**src/rtl/tlb_pkg.sv**
```systemverilog
package tlb_pkg;

  // Outcome of one lookup, decoded into port flags by the top.
  typedef enum logic [1:0] {
    OUT_NONE  = 2'd0,
    OUT_HIT   = 2'd1,
    OUT_MISS  = 2'd2,
    OUT_FAULT = 2'd3
  } lk_outcome_e;

  function automatic lk_outcome_e classify(input logic req,
                                           input logic any_match,
                                           input logic store,
                                           input logic writable);
    if (!req)                       return OUT_NONE;
    else if (!any_match)            return OUT_MISS;
    else if (store && !writable)    return OUT_FAULT;
    else                            return OUT_HIT;
  endfunction

endpackage

```
**src/rtl/tlb_entry_store.sv**
```systemverilog
module tlb_entry_store #(
  parameter int ENTRIES = 16,
  parameter int IDX_W   = 4,
  parameter int VPN_W   = 20,
  parameter int PFN_W   = 20
) (
  input  logic             clk,
  input  logic             rst,
  input  logic             ld_en,
  input  logic [IDX_W-1:0] ld_idx,
  input  logic [VPN_W-1:0] ld_vpn,
  input  logic [PFN_W-1:0] ld_pfn,
  input  logic             ld_super,
  input  logic             ld_writable,
  input  logic             inv_en,
  input  logic [IDX_W-1:0] inv_idx,
  input  logic             flush_all,
  output logic [ENTRIES-1:0] valid_o,
  output logic [VPN_W-1:0] vpn_o   [ENTRIES],
  output logic [PFN_W-1:0] pfn_o   [ENTRIES],
  output logic [ENTRIES-1:0] super_o,
  output logic [ENTRIES-1:0] wr_o
);

  logic [ENTRIES-1:0] valid_q;
  logic [VPN_W-1:0]   vpn_q [ENTRIES];
  logic [PFN_W-1:0]   pfn_q [ENTRIES];
  logic [ENTRIES-1:0] super_q;
  logic [ENTRIES-1:0] wr_q;
  logic               ld_blocked;

  // An invalidate of the same slot in the same cycle wins over a load.
  assign ld_blocked = inv_en && (inv_idx == ld_idx);

  // Valid bits live in flops so that a flush clears them all in one edge.
  always_ff @(posedge clk) begin
    if (rst || flush_all) begin
      valid_q <= '0;
    end else begin
      if (ld_en && !ld_blocked) valid_q[ld_idx] <= 1'b1;
      if (inv_en)               valid_q[inv_idx] <= 1'b0;
    end
  end

  // Payload fields: single write port, no reset.
  always_ff @(posedge clk) begin
    if (ld_en) begin
      vpn_q[ld_idx]   <= ld_vpn;
      pfn_q[ld_idx]   <= ld_pfn;
      super_q[ld_idx] <= ld_super;
      wr_q[ld_idx]    <= ld_writable;
    end
  end

  assign valid_o = valid_q;
  assign vpn_o   = vpn_q;
  assign pfn_o   = pfn_q;
  assign super_o = super_q;
  assign wr_o    = wr_q;

  // reset leaves no entry valid.
  a_r10_reset_clears: assert property (@(posedge clk)
    rst |=> (valid_q == '0));

  // a flush leaves no entry valid.
  a_r9_flush_clears: assert property (@(posedge clk) disable iff (rst)
    flush_all |=> (valid_q == '0));

  // the invalidated slot is clear after the edge.
  a_r8_inv_clears: assert property (@(posedge clk) disable iff (rst)
    inv_en |=> !valid_q[$past(inv_idx)]);

  // an unblocked load makes its slot valid.
  a_r7_load_sets: assert property (@(posedge clk) disable iff (rst)
    (ld_en && !flush_all && !(inv_en && inv_idx == ld_idx))
      |=> valid_q[$past(ld_idx)]);

endmodule

```
**src/rtl/tlb_match.sv**
```systemverilog
module tlb_match #(
  parameter int ENTRIES    = 16,
  parameter int VPN_W      = 20,
  parameter int SUPER_BITS = 9
) (
  input  logic [VPN_W-1:0]   va_vpn,
  input  logic [ENTRIES-1:0] valid_i,
  input  logic [VPN_W-1:0]   vpn_i [ENTRIES],
  input  logic [ENTRIES-1:0] super_i,
  output logic [ENTRIES-1:0] match_o
);

  localparam int HI_W = VPN_W - SUPER_BITS;

  for (genvar g = 0; g < ENTRIES; g++) begin : g_cmp
    logic hi_eq;
    logic lo_eq;
    assign hi_eq = (vpn_i[g][VPN_W-1:SUPER_BITS] == va_vpn[VPN_W-1:SUPER_BITS]);
    assign lo_eq = (vpn_i[g][SUPER_BITS-1:0] == va_vpn[SUPER_BITS-1:0]);
    // Superpages skip the low tag bits.
    assign match_o[g] = valid_i[g] && hi_eq && (super_i[g] || lo_eq);
  end

  // a match can only come from a valid entry.
  always_comb begin
    a_r1_match_needs_valid: assert ((match_o & ~valid_i) == '0);
  end

  if (HI_W < 1) begin : g_bad_cfg
    initial $error("tlb_match: SUPER_BITS must be below VPN_W");
  end

endmodule

```
**src/rtl/tlb_prio_sel.sv**
```systemverilog
module tlb_prio_sel #(
  parameter int N     = 16,
  parameter int IDX_W = 4
) (
  input  logic [N-1:0]     req,
  output logic             any_o,
  output logic [IDX_W-1:0] idx_o,
  output logic [N-1:0]     sel_o
);

  // Scan downwards so the lowest set request is written last.
  always_comb begin
    idx_o = '0;
    for (int i = N - 1; i >= 0; i--) begin
      if (req[i]) idx_o = IDX_W'(i);
    end
  end

  assign any_o = |req;
  assign sel_o = any_o ? (N'(1) << idx_o) : '0;

  // exactly one winner, taken from the requests, and none below it.
  always_comb begin
    a_r5_sel_onehot: assert ($onehot0(sel_o));
    a_r5_sel_in_req: assert ((sel_o & ~req) == '0);
    a_r5_lowest: assert (((sel_o - N'(1)) & req) == '0);
  end

endmodule

```
**src/rtl/soft_tlb.sv**
```systemverilog
module soft_tlb #(
  parameter int ENTRIES    = 16,
  parameter int VA_W       = 32,
  parameter int PA_W       = 32,
  parameter int OFF_W      = 12,
  parameter int SUPER_BITS = 9,
  parameter int IDX_W      = $clog2(ENTRIES),
  parameter int VPN_W      = VA_W - OFF_W,
  parameter int PFN_W      = PA_W - OFF_W
) (
  input  logic             clk,
  input  logic             rst,
  input  logic             lk_valid,
  input  logic [VA_W-1:0]  lk_va,
  input  logic             lk_store,
  output logic             lk_hit,
  output logic             lk_miss,
  output logic             lk_fault,
  output logic [PA_W-1:0]  lk_pa,
  output logic [IDX_W-1:0] lk_idx,
  input  logic             ld_en,
  input  logic [IDX_W-1:0] ld_idx,
  input  logic [VPN_W-1:0] ld_vpn,
  input  logic [PFN_W-1:0] ld_pfn,
  input  logic             ld_super,
  input  logic             ld_writable,
  input  logic             inv_en,
  input  logic [IDX_W-1:0] inv_idx,
  input  logic             flush_all
);
  import tlb_pkg::*;

  localparam int SP_OFF_W = OFF_W + SUPER_BITS;

  logic [ENTRIES-1:0] valid_w;
  logic [VPN_W-1:0]   vpn_w [ENTRIES];
  logic [PFN_W-1:0]   pfn_w [ENTRIES];
  logic [ENTRIES-1:0] super_w;
  logic [ENTRIES-1:0] wr_w;
  logic [ENTRIES-1:0] match_w;
  logic [ENTRIES-1:0] sel_w;
  logic               any_w;
  logic [IDX_W-1:0]   win_idx;
  logic [PFN_W-1:0]   win_pfn;
  logic [PA_W-1:0]    pa_page;
  logic [PA_W-1:0]    pa_super;
  lk_outcome_e        outcome;

  tlb_entry_store #(
    .ENTRIES(ENTRIES), .IDX_W(IDX_W), .VPN_W(VPN_W), .PFN_W(PFN_W)
  ) u_store (
    .clk(clk), .rst(rst),
    .ld_en(ld_en), .ld_idx(ld_idx), .ld_vpn(ld_vpn), .ld_pfn(ld_pfn),
    .ld_super(ld_super), .ld_writable(ld_writable),
    .inv_en(inv_en), .inv_idx(inv_idx), .flush_all(flush_all),
    .valid_o(valid_w), .vpn_o(vpn_w), .pfn_o(pfn_w),
    .super_o(super_w), .wr_o(wr_w)
  );

  tlb_match #(
    .ENTRIES(ENTRIES), .VPN_W(VPN_W), .SUPER_BITS(SUPER_BITS)
  ) u_match (
    .va_vpn(lk_va[VA_W-1:OFF_W]), .valid_i(valid_w), .vpn_i(vpn_w),
    .super_i(super_w), .match_o(match_w)
  );

  tlb_prio_sel #(.N(ENTRIES), .IDX_W(IDX_W)) u_prio (
    .req(match_w), .any_o(any_w), .idx_o(win_idx), .sel_o(sel_w)
  );

  assign win_pfn  = pfn_w[win_idx];
  assign pa_page  = {win_pfn, lk_va[OFF_W-1:0]};
  assign pa_super = {win_pfn[PFN_W-1:SUPER_BITS], lk_va[SP_OFF_W-1:0]};
  assign outcome  = classify(lk_valid, any_w, lk_store, wr_w[win_idx]);

  always_comb begin
    lk_hit   = (outcome == OUT_HIT) || (outcome == OUT_FAULT);
    lk_miss  = (outcome == OUT_MISS);
    lk_fault = (outcome == OUT_FAULT);
    lk_idx   = lk_hit ? win_idx : '0;
    lk_pa    = '0;
    if (lk_hit) lk_pa = super_w[win_idx] ? pa_super : pa_page;
  end

  // a miss and a hit never coincide, and a miss only follows a request.
  a_r3_miss_excl: assert property (@(posedge clk) disable iff (rst)
    lk_miss |-> (!lk_hit && !lk_fault && lk_valid && lk_pa == '0));

  // nothing is flagged without a request.
  a_r4_idle_quiet: assert property (@(posedge clk) disable iff (rst)
    !lk_valid |-> (!lk_hit && !lk_miss && !lk_fault));

  // a fault only on a store that hit.
  a_r6_fault_store: assert property (@(posedge clk) disable iff (rst)
    lk_fault |-> (lk_hit && lk_store));

  // after a flush, the next lookup cannot hit.
  a_r9_no_hit_after_flush: assert property (@(posedge clk) disable iff (rst)
    flush_all |=> !lk_hit);

  // the reported index comes from a matching entry.
  a_r5_idx_matches: assert property (@(posedge clk) disable iff (rst)
    lk_hit |-> sel_w[lk_idx]);

endmodule

```
**config.mk**
```make
export PLATFORM = sky130hd
export DESIGN_NAME = soft_tlb
export DESIGN_NICKNAME = d
export VERILOG_FILES = /design/src/rtl/tlb_pkg.sv /design/src/rtl/tlb_entry_store.sv /design/src/rtl/tlb_match.sv /design/src/rtl/tlb_prio_sel.sv /design/src/rtl/soft_tlb.sv
export SDC_FILE = /design/constraint.sdc
export NUM_CORES = 1
export LEC_CHECK = 0
export ABC_AREA = 0
export BUFFER_PORTS_ARGS = -buffer_cell sky130_fd_sc_hd__buf_4
export CAP_MARGIN = 20
export CORE_ASPECT_RATIO = 1.4
export CORE_MARGIN = 5
export CORE_UTILIZATION = 25
export CTS_CLUSTER_DIAMETER = 150
export DETAILED_ROUTE_END_ITERATION = 7
export PLACE_DENSITY = 0.48
export SYNTH_ARGS = -nofsm -noshare
export SYNTH_HDL_FRONTEND = slang
export SYNTH_HIERARCHICAL = 1
export SYNTH_SLANG_ARGS = --single-unit
```
**constraint.sdc**
```tcl
create_clock -name clk -period 12 [get_ports clk]
set_input_delay 1.2 -clock clk [delete_from_list [all_inputs] [get_ports clk]]
set_output_delay 1.2 -clock clk [all_outputs]
set_load 0.05 [all_outputs]
```
---- After elaboration in Yosys (flattened, before gate mapping) ----
Cells that the tools add are included.
storage, ports and cells
  input bits .............................. 89
  output and inout port bits .............. 39
  flip-flop bits (word level) ............. 688
cells by class
  eq/ne operators ......................... 36
  reduce and logical (&&, ||, !) cells .... 59
  bitwise gates (word level) .............. 5
  order comparisons ....................... 8
  muxes and demuxes ....................... 42
operators with widths
  operator            number
  $bwmux 320          2
  $eq 11x11->1        16
  $eq 9x9->1          16
  $bmux 20 s4         1
  $demux 20 s4        1
  $mux 4              17
  $mux 20             3
  $mux 16             3
  $logic_and 1x1->1   38
  $bwmux 16           2
  $mux 32             1
  $mux 21             1
  $logic_or 1x1->1    18
  $and 16x16->16      1
  $not 16->16         1
  $or 16x16->16       1
  $reduce_or 16->1    1
  $lt 4x5->1 const B  3
  $ge 5x5->1 const B  2
  $not 4->5           2
  $bmux 1 s4          2
  $demux 1 s4         2
  $ge 4x1->1 const B  2
  $mux 2              3
  6 further kinds     11

---- Logic depth before layout (Yosys ltp) ----
Gate-level depths: netlist of run 1.
  word-level depth ........................ 29
  mapped depth ............................ 18
  gate-level depth less buffers ........... 13

---- Modules after synthesis ----
Netlist of run 1, hierarchy kept.
by module, submodules not included
  module           instances  cells an instance  area each (um2)  sequential area each (um2)
  tlb_entry_store  1          754                20,912.6         20,499.7
  tlb_match        1          472                3,886.2          0.0
  soft_tlb         1          212                2,964.1          0.0
  tlb_prio_sel     1          70                 396.6            0.0

---- Worst setup path before layout of run 1 ----
OpenSTA, ideal clock, no wires.
  kind .................................... input to output
  from .................................... input lk_va[27]
  to ...................................... output lk_pa[12]
  path buffers ............................ 5
  stages on the path ...................... 17
  data arrival time ....................... 5.460 ns
  slack ................................... 5.340 ns
  cells stage by stage .................... buf_2 > buf_2 > xnor2_1 > nand4_1 > nor4_1 > nor2_1 > a221oi_2 > o211ai_2 > a21o_4 > inv_2 > buf_6 > mux4_2 > a22o_1 > buf_6 > or3_1 > buf_6 > o21ai_1
between the ends
  elaborated cells between the ends (all ways) .. 83
  those cells by class .................... eq/ne: 18; mux: 28; bitwise: 1; reduce/logical: 36
RTL lines
  element                                   line                source
  start, declared                           soft_tlb.sv:14      input logic [VA_W-1:0] lk_va,
  $eq 11x11->1 *                            tlb_match.sv:18     assign hi_eq = (vpn_i[g][VPN_W-1:SUPER_BITS] == va_vpn[VPN_W-1:SUPER_BITS]);
  $logic_and 1x1->1 * (2 in series)         tlb_match.sv:21     assign match_o[g] = valid_i[g] && hi_eq && (super_i[g] || lo_eq);
  via match_w[11]                           soft_tlb.sv:40      logic [ENTRIES-1:0] match_w;
  $mux 4 * (12 in series)                   tlb_prio_sel.sv:15  if (req[i]) idx_o = IDX_W'(i);
  via win_idx[0]                            soft_tlb.sv:43      logic [IDX_W-1:0] win_idx;
  $bmux 1 s4                                soft_tlb.sv:74      assign outcome = classify(lk_valid, any_w, lk_store, wr_w[win_idx]);
  $mux 1 (implied by the code)              soft_tlb.sv:74
  $logic_not 1->1                           tlb_pkg.sv:17       else if (store && !writable) return OUT_FAULT;
  $logic_and 1x1->1                         tlb_pkg.sv:17
  $mux 2                                    tlb_pkg.sv:17
  $mux 2                                    tlb_pkg.sv:16       else if (!any_match) return OUT_MISS;
  $mux 2                                    tlb_pkg.sv:15       if (!req) return OUT_NONE;
  $eq 2x1->1 or $eq 2x2->1 (tied branches)  soft_tlb.sv:77      lk_hit = (outcome == OUT_HIT) || (outcome == OUT_FAULT);
  $logic_or 1x1->1                          soft_tlb.sv:77
  $mux 32 *                                 soft_tlb.sv:82      if (lk_hit) lk_pa = super_w[win_idx] ? pa_super : pa_page;
  end, declared                             soft_tlb.sv:19      output logic [PA_W-1:0] lk_pa,
The timed path passes the listed nets; every way through them passes the cells marked *. The select of a mux whose other input is x is not followed.

---- Worst setup path after layout of run 1 ----
  from .................................... input lk_va[13]
  to ...................................... output lk_pa[12]
between the ends
  elaborated cells between the ends (all ways) .. 83
  those cells by class .................... eq/ne: 18; mux: 28; bitwise: 1; reduce/logical: 36
RTL lines
  element                                   line                source
  $eq 9x9->1 *                              tlb_match.sv:19     assign lo_eq = (vpn_i[g][SUPER_BITS-1:0] == va_vpn[SUPER_BITS-1:0]);
  $logic_or 1x1->1 *                        tlb_match.sv:21
  $logic_and 1x1->1 *                       tlb_match.sv:21
  via match_w[11]                           soft_tlb.sv:40
  $mux 4 * (12 in series)                   tlb_prio_sel.sv:15
  via win_idx[0]                            soft_tlb.sv:43
  $bmux 1 s4                                soft_tlb.sv:74
  $mux 1 (implied by the code)              soft_tlb.sv:74
  $logic_not 1->1                           tlb_pkg.sv:17
  $logic_and 1x1->1                         tlb_pkg.sv:17
  $mux 2                                    tlb_pkg.sv:17
  $mux 2                                    tlb_pkg.sv:16
  $mux 2                                    tlb_pkg.sv:15
  $eq 2x1->1 or $eq 2x2->1 (tied branches)  soft_tlb.sv:77
  $logic_or 1x1->1                          soft_tlb.sv:77
  $mux 32 *                                 soft_tlb.sv:82
Marked as above.

==> results of run 1 <==
[metrics by stage]
stage / power, mW / cell area [µm²] / worst slack [ns] / hold WS, ns / util (%)
after floorplan: 2.86 / 28000 / 5.50 / 0.440 / -
after global placement: 2.97 / 30500 / 4.02 / 0.448 / 27.4
after detailed placement: 2.97 / 30600 / 3.97 / 0.457 / 27.5
after CTS: 4.93 / 32600 / 3.98 / 0.471 / 29.2
after global routing: 5.04 / 32600 / 3.69 / 0.489 / 29.2
final: 4.87 / 32600 / 4.11 / 0.468 / 29.2
[registers in the layout, indices dropped and copies added (netlist names)]
| register | count |
|---|---|
| u_store/pfn_o | 320 |
| u_store/super_o | 16 |
| u_store/valid_o | 16 |
| u_store/vpn_o | 320 |
| u_store/wr_o | 16 |
[routing by layer]
metal	routed length [µm]	up-vias
met2	40500	320
met1	31600	7405
met5	34	-
li1	-	6074
met3	3010	79
met4	1560	6
[worst paths after layout]
path / to / start / slack, ns
setup / recovery: lk_pa[12] / lk_va[13] / 4.11
hold / removal: u_store/valid_o[2] / u_store/valid_o[2] / 0.47
setup reg to reg: u_store/valid_o[13] / u_store/valid_o[13] / 11.32
hold reg to reg: u_store/valid_o[2] / u_store/valid_o[2] / 0.47
[cell type report]
type                            instances  area, µm²
Antenna cell                            4       10.0
Clock buffer                           84       1780
Clock inverter                         31        184
Fill cell                           11000      78800
Inverter                                6       27.5
Multi-Input combinational cell        708       7060
Sequential cell                       688      20500
Tap cell                             1470       1840
Timing Repair Buffer                  151       1160
[power by group through the flow]
stage                     logic (mW)  clock network [mW]  registers [mW]
after global placement         0.218                   0            2.75
after CTS                      0.223                2.01            2.70
after floorplan                0.115                   0            2.75
after global routing           0.233                2.10            2.70
after detailed placement       0.222                   0            2.75
final                          0.216                1.95            2.70
==> flow_metrics.py, run 1 <==
metrics = {
    "job": {
        "cap_viol_max_count": 0,
    },
    "final_layout": {
        "mostFrequentLayoutCells": "672 x edfxtp_1, 208 x xnor2_1, 149 x buf_4",
        "final_common_cell": "edfxtp_1",
        "area_growth_pct": 16.4,
        "drive_gt1_share_pct": 22.4,
        "final_nets": 1710,
        "finalNonFillerCells": 3142,
    },
    "global_routing": {
        "use_met2_pct": 23.3,
        "busiest_layer": "met2",
        "grt_usage_pct": 12.8,
        "grt_pass1_vias": 14800,
        "grt_pass1_wl_mm": 110,
        "grt_use_met1_pct": 15.6,
        "overflow": 0,
        "grt_util_met3_pct": 2.22,
        "antenna_found_initial": 7,
        "grt_max_degree": 47,
    },
    "synthesis": {
        "yosys_warnings": 6,
        "synth_cells": 1477,
        "syn_area_mm2": 0.0280,
        "syn_area_per_cell_um2": 18.9,
        "syn-num-nets": 1566,
    },
    "setup_path": {
        "cp_slowest_cell": "or3_1",
        "path_delay_family": "simple AND/OR/NAND/NOR gates",
        "criticalPathCategory": "input pin to output port",
        "cp_num_buf_inv": 3,
        "arrival_ns": 6.69,
        "crit_required_ns": 10.80,
        "setup.worst_path.start_class": "input pin",
        "cp_num_cells": 15,
        "reg2reg_depth": 1,
        "cp-end-kind": "output port",
        "crit_path_max_incr_delay_ns": 0.71,
        "cp_max_fo": 45,
        "crit_chain": "buf_4 -> xor2_1 -> nor4_1 -> a41oi_1 -> nor4_1 -> nor2_1 -> a221oi_2 -> o211ai_2 -> a21o_4 -> inv_6 -> mux4_2 -> a22o_1 -> or3_1 -> o21ai_1 -> buf_4",
    },
    "cts": {
        "clock_path_buffers": 3,
        "clock-sinks": 688,
        "cts-resized-gates": 0,
        "root_buffer": "clkbuf_16",
        "cts_buffers": 66,
        "cts.clk_slew.worst_paths_ns": 0.06,
        "htree_levels": 3,
        "cts_setup_buffers": 0,
        "insertion_delay_ns": 0.62,
        "postCtsHoldBufs": 0,
        "cts_tree": "yes",
    },
    "timing": {
        "slew_headroom_pct": 32.6,
        "tns_ns": 0,
        "final_hold_viol_count": 0,
        "worst_pin_slew_ns": 1.00,
        "period_share_pct": 65.8,
        "setup_viol": 0,
        "period_needed_ns": 7.89,
        "slew_violations": 0,
        "rsz0062_at_grt": "no",
        "finClkSkew_ns": 0,
        "fmax_ghz": 0.127,
    },
    "placement": {
        "io_buffers": 127,
        "place_congestion": 0.782,
        "dp_cells": 3023,
        "dp_hpwl_mm": 46.1,
    },
    "pwr": {
        "p_per_area_mw_per_mm2": 150,
        "p_int_mw": 3.83,
        "swShare_pct": 21.3,
        "switching_power_mw": 1.03,
        "ir_drop_mv": 0.0984,
        "leakage_nw": 9.91,
        "p_comb_share_pct": 4.4,
        "p_seq_share_pct": 55.4,
        "power.share.clock_pct": 40.1,
    },
    "routing": {
        "postRouteAntennaNets": 0,
        "drc_errors": 0,
        "num_vias": 13900,
        "drt_iter0_drc": 871,
        "wl_per_cell_um": 24.4,
        "drtPass1Iterations": 4,
        "drt_wl_total_mm": 76.7,
        "via_per_inst": 4.42,
    },
    "floorplanning": {
        "die_area_mm2": 0.119,
        "rows": 145,
        "coreArea_mm2": 0.111,
        "ios": 128,
        "die_w_um": 293,
        "initial_core_util_pct": 25.1,
        "die_h_um": 406,
    },
    "outcome": {
        "status": "finished, final reports clean",
    },
    "min_path": {
        "whs_path_depth": 1,
        "hp-class": "flop to flop",
    },
}
No activity file was read; power rests on OpenSTA's default activity.
==> run 2: changes to the inputs <==
- clock period: 12 -> 7.6 ns (I/O delays scaled with it)
==> run 2 against run 1 <==
  * Critical endpoint unchanged
  * Critical path type unchanged
  * Via count down 0.20%
  * Critical path depth unchanged
  * Register-to-register slack worse by 4.4 ns
  * Clock power up 68%
  * Final area up 0.63%
  * Utilization up 0.19 points
  * Largest cell class unchanged
  * Non-clock buffer count up 8
  * Combinational power up 58%
  * Count of clock-buffer cells in the layout down 2
  * Worst hold slack worse by 0.046 ns
  * Global-route usage up 0.074 points
==> flow_metrics.py, run 2 (synthesis results as in run 1) <==
metrics = {
    "routing": {
        "drt_wl_total_mm": 77.4,
        "via_per_inst": 4.39,
        "postRouteAntennaNets": 0,
        "num_vias": 13900,
        "drtPass1Iterations": 4,
        "drt_iter0_drc": 1105,
        "drc_errors": 0,
        "wl_per_cell_um": 24.5,
    },
    "timing": {
        "rsz0062_at_grt": "no",
        "worst_pin_slew_ns": 0.940,
        "slew_headroom_pct": 37.3,
        "setup_viol": 0,
        "fmax_ghz": 0.152,
        "period_share_pct": 86.3,
        "finClkSkew_ns": 0,
        "final_hold_viol_count": 0,
        "slew_violations": 0,
        "period_needed_ns": 6.56,
        "tns_ns": 0,
    },
    "setup_path": {
        "r2r_slack_ns": 6.92,
        "reg2reg_depth": 1,
        "arrival_ns": 5.80,
        "cp_num_buf_inv": 3,
        "cp_slowest_cell": "or3_1",
        "setup.worst_path.start_class": "input pin",
        "cp_num_cells": 15,
        "crit_chain": "buf_4 -> xor2_1 -> nor4_1 -> a41oi_1 -> nor4_1 -> nor2_1 -> a221oi_2 -> o211ai_2 -> a21o_4 -> inv_6 -> mux4_2 -> a22o_1 -> or3_1 -> o21ai_1 -> buf_4",
        "crit_path_max_incr_delay_ns": 0.65,
        "cp_max_fo": 17,
        "criticalPathCategory": "input pin to output port",
        "rr_startpoint": "u_store/valid_o[15]",
        "crit_required_ns": 6.84,
        "reg2reg_to": "u_store/valid_o[15]",
        "cp-end-kind": "output port",
        "path_delay_family": "simple AND/OR/NAND/NOR gates",
    },
    "cts": {
        "clock_path_buffers": 3,
        "insertion_delay_ns": 0.63,
        "postCtsHoldBufs": 0,
        "cts_buffers": 67,
        "cts-resized-gates": 0,
        "cts.clk_slew.worst_paths_ns": 0.06,
        "clock-sinks": 688,
        "cts_setup_buffers": 0,
        "root_buffer": "clkbuf_16",
        "cts_tree": "yes",
        "htree_levels": 3,
    },
    "final_layout": {
        "final_nets": 1719,
        "mostFrequentLayoutCells": "672 x edfxtp_1, 208 x xnor2_1, 158 x buf_4",
        "final_common_cell": "edfxtp_1",
        "post-route-util_pct": 29.4,
        "area_growth_pct": 17.1,
        "drive_gt1_share_pct": 23.2,
    },
    "global_routing": {
        "grt_pass1_wl_mm": 109,
        "antenna_found_initial": 11,
        "grt_max_degree": 44,
        "overflow": 0,
        "grt_pass1_vias": 14700,
        "grt_usage_pct": 12.8,
    },
    "floorplanning": {
        "die_w_um": 293,
        "die_area_mm2": 0.119,
        "ios": 128,
        "die_h_um": 406,
        "rows": 145,
        "coreArea_mm2": 0.111,
        "initial_core_util_pct": 25.1,
    },
    "outcome": {
        "status": "finished, final reports clean",
    },
    "min_path": {
        "hold_end": "u_store/pfn_o[130]",
        "whs_path_depth": 1,
        "hp-class": "input pin to flop",
        "holdCritStartpoint": "ld_pfn[10]",
    },
    "pwr": {
        "p_per_area_mw_per_mm2": 240,
        "switching_power_mw": 1.67,
        "swShare_pct": 21.2,
        "power.share.clock_pct": 41.6,
        "p_int_mw": 6.21,
        "p_seq_share_pct": 54.1,
        "p_comb_share_pct": 4.3,
        "ir_drop_mv": 0.139,
        "leakage_nw": 10.0,
    },
    "placement": {
        "place_congestion": 0.785,
        "io_buffers": 127,
        "dp_hpwl_mm": 46.7,
    },
    "job": {
        "cap_viol_max_count": 0,
    },
}
[run 2: changes by cell type in the layout (fill, tap and decap cells not counted), moves of 2 or more]
cell / previous run / this run
clkbuf_16: 69 / 67
clkinv_8: 0 / 2
bufinv_16: 1 / 6
inv_6: 3 / 6
buf_4: 149 / 158
[run 2: final cells by class]
class                           count  area (µm²)
Antenna cell                        5        12.5
Clock inverter                     41         388
Sequential cell                   688       20500
Clock buffer                       82        1740
Tap cell                         1470        1840
Multi-Input combinational cell    708        7060
Inverter                            6        27.5
Timing Repair Buffer              159        1200
Fill cell                       11000       78600
[run 2: how the worst max path moves through the flow]
stage / startpoint / endpoint / slack, ns
after floorplan: lk_va[27] / lk_pa[12] / 1.98
after global placement: lk_va[13] / lk_pa[14] / 0.91
after detailed placement: lk_va[13] / lk_pa[20] / 0.90
after CTS: u_store/vpn_o[88] / lk_pa[20] / 0.88
after global routing: lk_va[13] / lk_pa[14] / 0.51
final: lk_va[13] / lk_pa[12] / 1.04
[run 2: metal layers]
layer	vias up	track usage, %	wire [µm]
met4	8	4.38	2240
met1	7314	15.3	31000
met2	321	23.1	40500
met5	-	0	44
li1	6114	-	-
met3	99	2.63	3610
[run 2: power groups by stage]
stage	Sequential [mW]	Combinational (mW)	Clock, mW
finish	4.26	0.342	3.28
global route	4.26	0.371	3.53
CTS	4.26	0.355	3.39
detailed placement	4.34	0.354	0
global placement	4.34	0.347	0
floorplan	4.34	0.182	0
[run 2: through the flow]
step	hold slack (ns)	instances	total power [mW]	area [µm²]	setup slack, ns
CTS	0.364	3154	8.00	32800	0.875
global route	0.406	3155	8.17	32800	0.511
floorplan	0.440	1477	4.52	28000	1.98
finish	0.421	3159	7.88	32800	1.04
detailed placement	0.453	3031	4.70	30600	0.903
global placement	0.448	3030	4.69	30600	0.909
